`src/rtl/rmc_pkg.sv`:
```
package rmc_pkg;

    localparam int XLEN   = 32;
    localparam int PC_W   = 24;
    localparam int NREG   = 16;
    localparam int RIDX_W = $clog2(NREG);
    localparam int IMM_W  = 16;

    localparam logic [3:0]  MAJ_LOAD = 4'h5;
    localparam logic [3:0]  MAJ_ALU  = 4'h1;
    localparam logic [7:0]  MAJ_OUT  = 8'h20;
    localparam logic [7:0]  MAJ_JMP  = 8'hEF;
    localparam logic [7:0]  MAJ_CALL = 8'hE0;
    localparam logic [15:0] FN_ADD   = 16'h0E00;
    localparam logic [15:0] FN_AND   = 16'h4C00;
    localparam logic [15:0] FN_MOV   = 16'h2E00;
    localparam logic [31:0] W_NOP    = 32'h0000_0000;
    localparam logic [31:0] W_RET    = 32'h0000_0001;

    typedef enum logic [3:0] {
        OP_NOP, OP_RET, OP_LDLO, OP_LDHI, OP_ADD,
        OP_AND, OP_MOV, OP_OUT, OP_JMP, OP_CALL
    } op_e;

    typedef enum logic {PH_FETCH, PH_EXEC} phase_e;

    typedef struct packed {
        op_e               op;
        logic [RIDX_W-1:0] rd;
        logic [RIDX_W-1:0] rs1;
        logic [RIDX_W-1:0] rs2;
        logic [IMM_W-1:0]  imm;
        logic [PC_W-1:0]   target;
    } dec_t;

endpackage

```
`src/rtl/rmc_decode.sv`:
```
module rmc_decode
    import rmc_pkg::*;
(
    input  logic [31:0] instr,
    output dec_t        dec
);

    logic [3:0]  nib_hi;
    logic [7:0]  byte_hi;
    logic [15:0] fn;

    always_comb begin
        nib_hi     = instr[31:28];
        byte_hi    = instr[31:24];
        fn         = instr[15:0];
        dec.rd     = instr[27:24];
        dec.rs1    = instr[23:20];
        dec.rs2    = instr[19:16];
        dec.imm    = instr[15:0];
        dec.target = instr[23:0];
        dec.op     = OP_NOP;
        if (instr == W_RET) begin
            dec.op = OP_RET;
        end else if (nib_hi == MAJ_LOAD && instr[22:16] == 7'd0) begin
            dec.op = instr[23] ? OP_LDHI : OP_LDLO;
        end else if (nib_hi == MAJ_ALU) begin
            if (fn == FN_ADD)
                dec.op = OP_ADD;
            else if (fn == FN_AND)
                dec.op = OP_AND;
            else if (fn == FN_MOV && instr[19:16] == 4'd0)
                dec.op = OP_MOV;
        end else if (byte_hi == MAJ_OUT && fn == 16'd0) begin
            dec.op = OP_OUT;
        end else if (byte_hi == MAJ_JMP) begin
            dec.op = OP_JMP;
        end else if (byte_hi == MAJ_CALL) begin
            dec.op = OP_CALL;
        end
    end

endmodule

```
`src/rtl/rmc_regs.sv`:
```
module rmc_regs #(
    parameter int NREG = 16,
    parameter int XLEN = 32,
    localparam int AW   = $clog2(NREG),
    localparam int HALF = XLEN / 2
) (
    input  logic            clk,
    input  logic            rst,
    input  logic            we_lo,
    input  logic            we_hi,
    input  logic [AW-1:0]   wa,
    input  logic [XLEN-1:0] wd,
    input  logic [AW-1:0]   ra1,
    input  logic [AW-1:0]   ra2,
    output logic [XLEN-1:0] rd1,
    output logic [XLEN-1:0] rd2
);

    logic [XLEN-1:0] regs_q [NREG];

    for (genvar g = 0; g < NREG; g++) begin : g_reg
        logic [XLEN-1:0] nxt_d;
        always_comb begin
            nxt_d = regs_q[g];
            if (wa == AW'(g)) begin
                if (we_lo) nxt_d[HALF-1:0]    = wd[HALF-1:0];
                if (we_hi) nxt_d[XLEN-1:HALF] = wd[XLEN-1:HALF];
            end
        end
        always_ff @(posedge clk) begin
            if (rst) regs_q[g] <= '0;
            else     regs_q[g] <= nxt_d;
        end
    end

    assign rd1 = regs_q[ra1];
    assign rd2 = regs_q[ra2];

endmodule

```
`src/rtl/rmc_rstack.sv`:
```
module rmc_rstack #(
    parameter int DEPTH = 8,
    parameter int AW    = 24,
    localparam int PW   = $clog2(DEPTH)
) (
    input  logic          clk,
    input  logic          rst,
    input  logic          push,
    input  logic          pop,
    input  logic [AW-1:0] push_addr,
    output logic [AW-1:0] top_addr
);

    logic [AW-1:0] ent_q [DEPTH];
    logic [AW-1:0] ent_d [DEPTH];
    logic [PW-1:0] ptr_q, ptr_d;

    always_comb begin
        ent_d = ent_q;
        ptr_d = ptr_q;
        if (push) begin
            ent_d[ptr_q] = push_addr;
            ptr_d        = ptr_q + PW'(1);
        end else if (pop && ptr_q != '0) begin
            ptr_d = ptr_q - PW'(1);
        end
    end

    assign top_addr = (ptr_q == '0) ? '0 : ent_q[ptr_q - PW'(1)];

    always_ff @(posedge clk) begin
        if (rst) begin
            ptr_q <= '0;
            for (int i = 0; i < DEPTH; i++) ent_q[i] <= '0;
        end else begin
            ptr_q <= ptr_d;
            ent_q <= ent_d;
        end
    end

endmodule

```
`src/rtl/rmc_core.sv`:
```
module rmc_core
    import rmc_pkg::*;
#(
    parameter int STACK_DEPTH = 8
) (
    input  logic            clk,
    input  logic            rst,
    output logic [PC_W-1:0] imem_addr,
    input  logic [31:0]     imem_data,
    output logic [XLEN-1:0] out_addr,
    output logic [XLEN-1:0] out_data,
    output logic            out_we
);

    typedef struct packed {
        phase_e          phase;
        logic [PC_W-1:0] pc;
        logic            wr_en;
        logic [XLEN-1:0] wr_addr;
        logic [XLEN-1:0] wr_data;
    } core_state_t;

    core_state_t state_d, state_q;
    dec_t        dec;

    logic              rf_we_lo, rf_we_hi;
    logic [XLEN-1:0]   rf_wd, rf_rd1, rf_rd2;
    logic              stk_push, stk_pop;
    logic [PC_W-1:0]   stk_top, pc_next_seq;

    rmc_decode u_dec (
        .instr (imem_data),
        .dec   (dec)
    );

    rmc_regs #(.NREG(NREG), .XLEN(XLEN)) u_regs (
        .clk   (clk),
        .rst   (rst),
        .we_lo (rf_we_lo),
        .we_hi (rf_we_hi),
        .wa    (dec.rd),
        .wd    (rf_wd),
        .ra1   (dec.rs1),
        .ra2   (dec.rs2),
        .rd1   (rf_rd1),
        .rd2   (rf_rd2)
    );

    rmc_rstack #(.DEPTH(STACK_DEPTH), .AW(PC_W)) u_stack (
        .clk       (clk),
        .rst       (rst),
        .push      (stk_push),
        .pop       (stk_pop),
        .push_addr (pc_next_seq),
        .top_addr  (stk_top)
    );

    assign pc_next_seq = state_q.pc + PC_W'(1);

    always_comb begin
        state_d       = state_q;
        state_d.wr_en = 1'b0;
        rf_we_lo      = 1'b0;
        rf_we_hi      = 1'b0;
        rf_wd         = '0;
        stk_push      = 1'b0;
        stk_pop       = 1'b0;
        if (state_q.phase == PH_FETCH) begin
            state_d.phase = PH_EXEC;
        end else begin
            state_d.phase = PH_FETCH;
            state_d.pc    = pc_next_seq;
            unique case (dec.op)
                OP_LDLO: begin
                    rf_we_lo = 1'b1;
                    rf_wd    = {2{dec.imm}};
                end
                OP_LDHI: begin
                    rf_we_hi = 1'b1;
                    rf_wd    = {2{dec.imm}};
                end
                OP_ADD: begin
                    rf_we_lo = 1'b1;
                    rf_we_hi = 1'b1;
                    rf_wd    = rf_rd1 + rf_rd2;
                end
                OP_AND: begin
                    rf_we_lo = 1'b1;
                    rf_we_hi = 1'b1;
                    rf_wd    = rf_rd1 & rf_rd2;
                end
                OP_MOV: begin
                    rf_we_lo = 1'b1;
                    rf_we_hi = 1'b1;
                    rf_wd    = rf_rd1;
                end
                OP_OUT: begin
                    state_d.wr_en   = 1'b1;
                    state_d.wr_addr = rf_rd1;
                    state_d.wr_data = rf_rd2;
                end
                OP_JMP: begin
                    state_d.pc = dec.target;
                end
                OP_CALL: begin
                    stk_push   = 1'b1;
                    state_d.pc = dec.target;
                end
                OP_RET: begin
                    stk_pop    = 1'b1;
                    state_d.pc = stk_top;
                end
                default: ;
            endcase
        end
    end

    always_ff @(posedge clk) begin
        if (rst) begin
            state_q.phase   <= PH_FETCH;
            state_q.pc      <= '0;
            state_q.wr_en   <= 1'b0;
            state_q.wr_addr <= '0;
            state_q.wr_data <= '0;
        end else begin
            state_q <= state_d;
        end
    end

    assign imem_addr = state_q.pc;
    assign out_addr  = state_q.wr_addr;
    assign out_data  = state_q.wr_data;
    assign out_we    = state_q.wr_en;

endmodule

```
`config.mk`:
```
export PLATFORM = sky130hd
export DESIGN_NAME = rmc_core
export DESIGN_NICKNAME = d
export VERILOG_FILES = /design/src/rtl/rmc_pkg.sv /design/src/rtl/rmc_decode.sv /design/src/rtl/rmc_regs.sv /design/src/rtl/rmc_rstack.sv /design/src/rtl/rmc_core.sv
export SDC_FILE = /design/constraint.sdc
export NUM_CORES = 2
export LEC_CHECK = 0
export ABC_CLOCK_PERIOD_IN_PS = 8650
export BUFFER_PORTS_ARGS = -buffer_cell sky130_fd_sc_hd__buf_2
export CAP_MARGIN = 10
export CORE_MARGIN = 2
export CORE_UTILIZATION = 60
export CTS_BUF_LIST = sky130_fd_sc_hd__clkbuf_2 sky130_fd_sc_hd__clkbuf_4 sky130_fd_sc_hd__clkbuf_8
export CTS_CLUSTER_SIZE = 30
export DETAILED_ROUTE_END_ITERATION = 8
export PLACE_DENSITY_LB_ADDON = 0.1
export SYNTH_ARGS = -nofsm -noshare
export SYNTH_HDL_FRONTEND = slang
export SYNTH_SLANG_ARGS = --single-unit
```
`constraint.sdc`:
```
create_clock -name clk -period 8.65 [get_ports clk]
set_clock_uncertainty 0.15 [all_clocks]
set_input_delay 1.73 -clock clk [delete_from_list [all_inputs] [get_ports clk]]
set_output_delay 1.73 -clock clk [all_outputs]
set_load 0.005 [all_outputs]
```
# After elaboration in Yosys (flattened, before gate mapping)
# Memory sizes are Yosys's and may differ from the RTL's.
# Index checks and enable logic that the tools add are counted.
classes:
  n_addsub: 4
  order_cmp: 3
  n_eq_ne: 97
  n_mux: 115
  bitwise_logic: 36
  reduce_logical: 50
ops:
  columns: ["op", "count"]
  rows:
  - ["16-bit two-way mux", 64]
  - ["32-bit two-way mux", 17]
  - ["192-bit bitwise mux", 1]
  - ["32-bit one-hot mux with 4 select lines", 1]
  - ["24-bit two-way mux", 4]
  - ["3-bit AND reduction", 32]
  - ["24-bit binary-select mux with 3-bit select", 1]
  - ["24-bit demux with 3-bit select", 1]
  - ["65-bit two-way mux", 1]
  - ["2-bit != test (second input constant)", 32]
  - ["24-bit one-hot mux with 2 select lines", 1]
  - ["4-bit equality test (second input constant)", 10]
  - ["4-bit by 3-bit equality test with 1-bit output (second input constant)", 9]
  - ["32-bit adder", 1]
  - ["32-bit bitwise AND", 1]
  - ["32-bit by 1-bit equality test with 1-bit output (second input constant)", 1]
  - ["4-bit two-way mux", 8]
  - ["1-bit != test (second input constant)", 32]
  - ["1-bit OR", 32]
  - ["24-bit by 1-bit adder with 24-bit output (second input constant)", 1]
  - ["16-bit by 12-bit equality test with 1-bit output (second input constant)", 1]
  - ["16-bit by 14-bit equality test with 1-bit output (second input constant)", 1]
  - ["16-bit by 15-bit equality test with 1-bit output (second input constant)", 1]
  - ["4-bit by 2-bit equality test with 1-bit output (second input constant)", 4]
  - ["other kinds (21)", 48]
totals:
  ff_bits: 285
  ram_bits: 512
  inputBits: 34
  output_inout_bits: 89
  word_cells: 320
  n_memories: 1
memory_table:
  columns: ["memory", "depth", "word_bits", "rd", "rd_clocked_by_memory_dff", "write_ports", "line_no", "rtl"]
  rows:
  - ["u_regs.regs_q", 16, 32, 2, 0, 16, "rmc_regs.sv:19", "logic [XLEN-1:0] regs_q [NREG];"]

# Longest topological paths before layout
logic_depth:
  ltp_word: 15
  ltp_mapped: 20
  ltp_nobuf: 15

# By module
# From an unflattened synthesis, not the netlist that was laid out.
hier_totals:
  hier_cells: 3798
  hier_area_um2: 43023.8
by_module_without_submodules:
  columns: ["mod", "instances", "cells_each", "area_each_um2", "seq_area_each_um2"]
  rows:
  - ["rmc_regs", 1, 1722, 26813.2, 15374.7]
  - ["rmc_rstack", 1, 1038, 8582.0, 3903.7]
  - ["rmc_core", 1, 945, 7000.5, 1801.7]
  - ["rmc_decode", 1, 93, 628.1, 0.0]

# Worst setup path before layout
# No wires, ideal clock.
synth_path:
  kind: "input port to flip-flop"
  startpoint: "input port imem_data[16]"
  endpoint: "memory u_regs.regs_q[0][31] (data pin)"
  setup_time_ps: 150
  t_arrival_ps: 6503
  required_time_ps: 8350
  slack_ps: 1847
  path_stages: 16
  path_buffers: 4
  path_cell_list: "buf_1 -> clkbuf_1 -> mux4_2 -> mux4_2 -> ha_1 -> o211ai_1 -> o21a_1 -> a211o_1 -> a211o_1 -> a211o_1 -> a21oi_1 -> nor3_1 -> or3b_2 -> clkbuf_1 -> clkbuf_1 -> a21oi_1"
synth_rtl:
  columns: ["item", "line_no", "rtl"]
  rows:
  - ["start, declared", "rmc_core.sv:9", "input logic [31:0] imem_data,"]
  - ["end, declared", "rmc_regs.sv:19", null]

==> results.yml <==
worst_setup_path:
  slowest_delay_ns: 0.63
  cp.buffers_inverters: 3
  path_cells: "buf_4 > nor2b_2 > buf_4 > a221oi_1 > a32oi_1 > o21ai_0 > fa_1 > a211oi_1 > o21bai_1 > o21ai_0 > o211ai_1 > o221ai_1 > o311ai_0 > xor2_1 > a21oi_1 > buf_4 > nor2_1"
  critical_path_class: "in -> reg"
  cpMostUsedCell: "buf_4"
  arrival_ns: 7.15
  timing.critical_path.from_type: "input pin"
  crit_path_max_fanout: 27
  worst_ep_required_time_ns: 9.01
  critical_path.top_delay_family: "compound AO/OA/AOI/OAI gates"
  cpMaxStageDelayCell: "fa_1"
  crit_path_end_kind: "register"
global_route:
  antenna_found_initial: 2
  grt_pass1_vias: 30110
  overflow: 0
  grt_usage: 0.3676
  grt_max_degree: 137
  grt_pass1_wl_um: 190300
worst_hold_path:
  hp-class: "reg -> reg"
sta:
  rsz0062_at_grt: "false"
  period_share: 0.7855
  worstMarginPinSlew_ns: 1.382
  maxSlewHeadroom: 0.07848
  tns_ns: 0
  finalSetupViolCount: 0
  finalHoldViolations: 0
  fin_crit_ns: 6.795
  fmax_mhz: 147.2
  finalMaxSlewViolations: 0
final_layout:
  n_fill_cell: 5218
  fin_nets: 3555
  drive_gt1_frac: 0.2174
  syn2layout_area_growth_pct: 8.156
  final_common_cell: "nor2_1"
  final_cell_mix: "nor2_1 (663), edfxtp_1 (512), mux4_2 (314)"
run:
  cap_violations: 0
power_and_ir_drop:
  p_int_mw: 6.482
  combPwrFrac: 0.107
  powerDensity_mw_per_mm2: 193.7
  fin_total_pwr_mw: 8.655
  pwr-share-seq: 0.484
  p_clk_frac: 0.409
  power_leakage_nw: 15.07
  p_switching_mw: 2.173
  netSwitchingFraction: 0.2511
  peakVddDrop_uv: 142.3
clocking:
  cts_max_level: 4
  cts.sinks: 797
  cts_hold_buf: 0
  cts-root-buf: "clkbuf_8"
  postCtsSetupBuffers: 0
  cts_resized: 0
  cts_inserted_buffers: 139
  cts.clk_slew.worst_paths_ns: 0.06
  clkLatencyLatePin_ns: 0.81
  clock_path_buffers: 3
  cts_tree: "done"
floorplan:
  start_util: 0.6045
  design.core.area_mm2: 0.06835
  fp-row-count: 96
  die_area_mm2: 0.07097
  die_h_um: 266.4
  ios: 123
  die_x_um: 266.4
routing:
  routed_wl_um: 130200
  first_iter_violations: 4758
  wl_per_cell_um: 29.15
  vias_per_cell: 6.931
  first_pass_iters: 8
  drcViolationCount: 0
  vias: 30970
  ant_nets: 0
synthesis:
  netlist_area_mm2: 0.04131
  ys.flop_type: "edfxtp_1"
  ys_warn_count: 0
  syn_area_per_cell_um2: 11.68
  syn_inst: 3536
  synth_cell_type_count: 79
  seq_area_frac_synth: 0.5103
  async_reset_ff_frac: 0
  synth_edf_count: 512
  synth_seq_cells: 797
  synth_fp_nets: 3607
placement:
  place.gp.congestion: 0.9624
  dpl.hpwl_um: 80920
  port-buffer-count: 122
outcome:
  status: "finished clean"
-- per-stage QoR --
step / util / hold WS, ns / cell area [um2] / setup WS, ns / std cells
finish: 0.6538 / 0.2963 / 44680 / 1.855 / 4468
floorplan: - / 0.2822 / 41310 / 1.847 / 3536
detailed placement: 0.6122 / 0.2918 / 41840 / 1.230 / 4223
global route: 0.6537 / 0.3196 / 44680 / 1.621 / 4466
global placement: 0.6122 / 0.2907 / 41840 / 1.248 / 4223
CTS: 0.6534 / 0.2978 / 44650 / 2.043 / 4463
-- sequential cells by signal (all words and copies together) (netlist names) --
signal	cells
imem_addr	24
u_stack.ptr_q	3
out_addr	32
state_q	1
out_we	1
u_stack.ent_q	192
u_regs.regs_q	512
out_data	32
-- path summary, 6_finish.rpt --
kind | endpoint | cells past startpoint | start | slack [ns]
max | u_regs.regs_q[8][30]$_SDFFCE_PN0P_ | 17 | imem_data[21] | 1.86
min | out_addr[14]$_SDFFE_PP0P_ | 2 | out_addr[14]$_SDFFE_PP0P_ | 0.30
max reg2reg | u_regs.regs_q[8][30]$_SDFFCE_PN0P_ | 16 | u_regs.regs_q[10][0]$_SDFFCE_PN0P_ | 3.27
min reg2reg | out_addr[14]$_SDFFE_PP0P_ | 2 | out_addr[14]$_SDFFE_PP0P_ | 0.30
-- power by group through the flow --
stage	sequential (mW)	combinational (mW)	clock, mW
3_5_place_dp	4.26	0.896	0
2_1_floorplan	4.23	0.641	0
6_report	4.19	0.924	3.54
5_1_grt	4.19	0.970	3.73
4_1_cts	4.18	0.900	3.57
3_3_place_gp	4.25	0.887	0
-- cell families (layout without fill, tap and decap cells) --
| family | count (synthesis) | after routing | share of synthesized area |
|---|---|---|---|
| muxes | 395 | 395 | 0.1908 |
| xor gates and xnor gates | 55 | 55 | 0.01166 |
| DFF | 797 | 797 | 0.5103 |
| AOI/OAI and AO/OA | 624 | 624 | 0.09673 |
| buffers and inverters | 402 | 449 | 0.04706 |
| other | 0 | 3 | 0 |
| adders and majority gates | 37 | 37 | 0.01139 |
| and+or+nand+nor | 1226 | 1226 | 0.1321 |
-- metal layers --
| metal | global-route usage | up-vias | part of all wire |
|---|---|---|---|
| met5 | 0 | - | 0.00038 |
| li1 | - | 13050 | - |
| met4 | 0.1714 | 4 | 0.043 |
| met3 | 0.1075 | 387 | 0.12 |
| met2 | 0.5736 | 2076 | 0.47 |
| met1 | 0.4773 | 15450 | 0.36 |
-- final cells by class --
type | count | area (um2) | area share
multi-input combinational | 2337 | 18350 | 0.4107
timing repair buffer | 190 | 1252 | 0.02803
tap | 882 | 1104 | 0.02470
clock buffer | 212 | 2592 | 0.05802
inverter | 19 | 71.32 | 0.001596
sequential | 797 | 21090 | 0.4719
antenna | 3 | 7.507 | 0.0001680
clock inverter | 28 | 220.2 | 0.004928
-- synth_stat cells, drive strengths merged, types with 2 or more instances --
library cell    n  share of area
and2            4        0.00061
buf           166          0.026
nand3          25         0.0030
a32oi           3        0.00064
a2111oi         8         0.0017
a21o           29         0.0053
o21bai          4        0.00073
mux4          314           0.17
o211ai          9         0.0016
and4            3        0.00064
or4             7         0.0014
a21boi         15         0.0027
a222oi         22         0.0053
nand3b        113          0.021
a31oi           4        0.00061
nor2b          14         0.0021
nand2         290          0.026
nand4           9         0.0017
a221o           2        0.00048
a21oi         178          0.022
ha             36          0.011
nand4b          2        0.00042
o21a            3        0.00055
o21ai         162          0.020
a221oi         36         0.0078
mux2i          80          0.019
nand2b         25         0.0038
o22ai           5        0.00076
and3            6         0.0010
edfxtp        512           0.37
nor4            8         0.0014
nor3           31         0.0041
dfxtp         285           0.14
or2             7         0.0011
a211oi         87          0.016
a31o           14         0.0030
clkbuf        217          0.020
xor2           31         0.0066
xnor2          24         0.0051
or3             7         0.0011
nor2          670          0.062
a22oi          28         0.0051
inv            19         0.0017
a211o           5         0.0011
-- worst min-delay path, cell delays in order (launching register included) --
cell and delay (ns):
dfxtp_1 0.30, nand2_1 0.05, a21oi_1 0.05
Note: power is estimated with default switching activity, not from simulation.
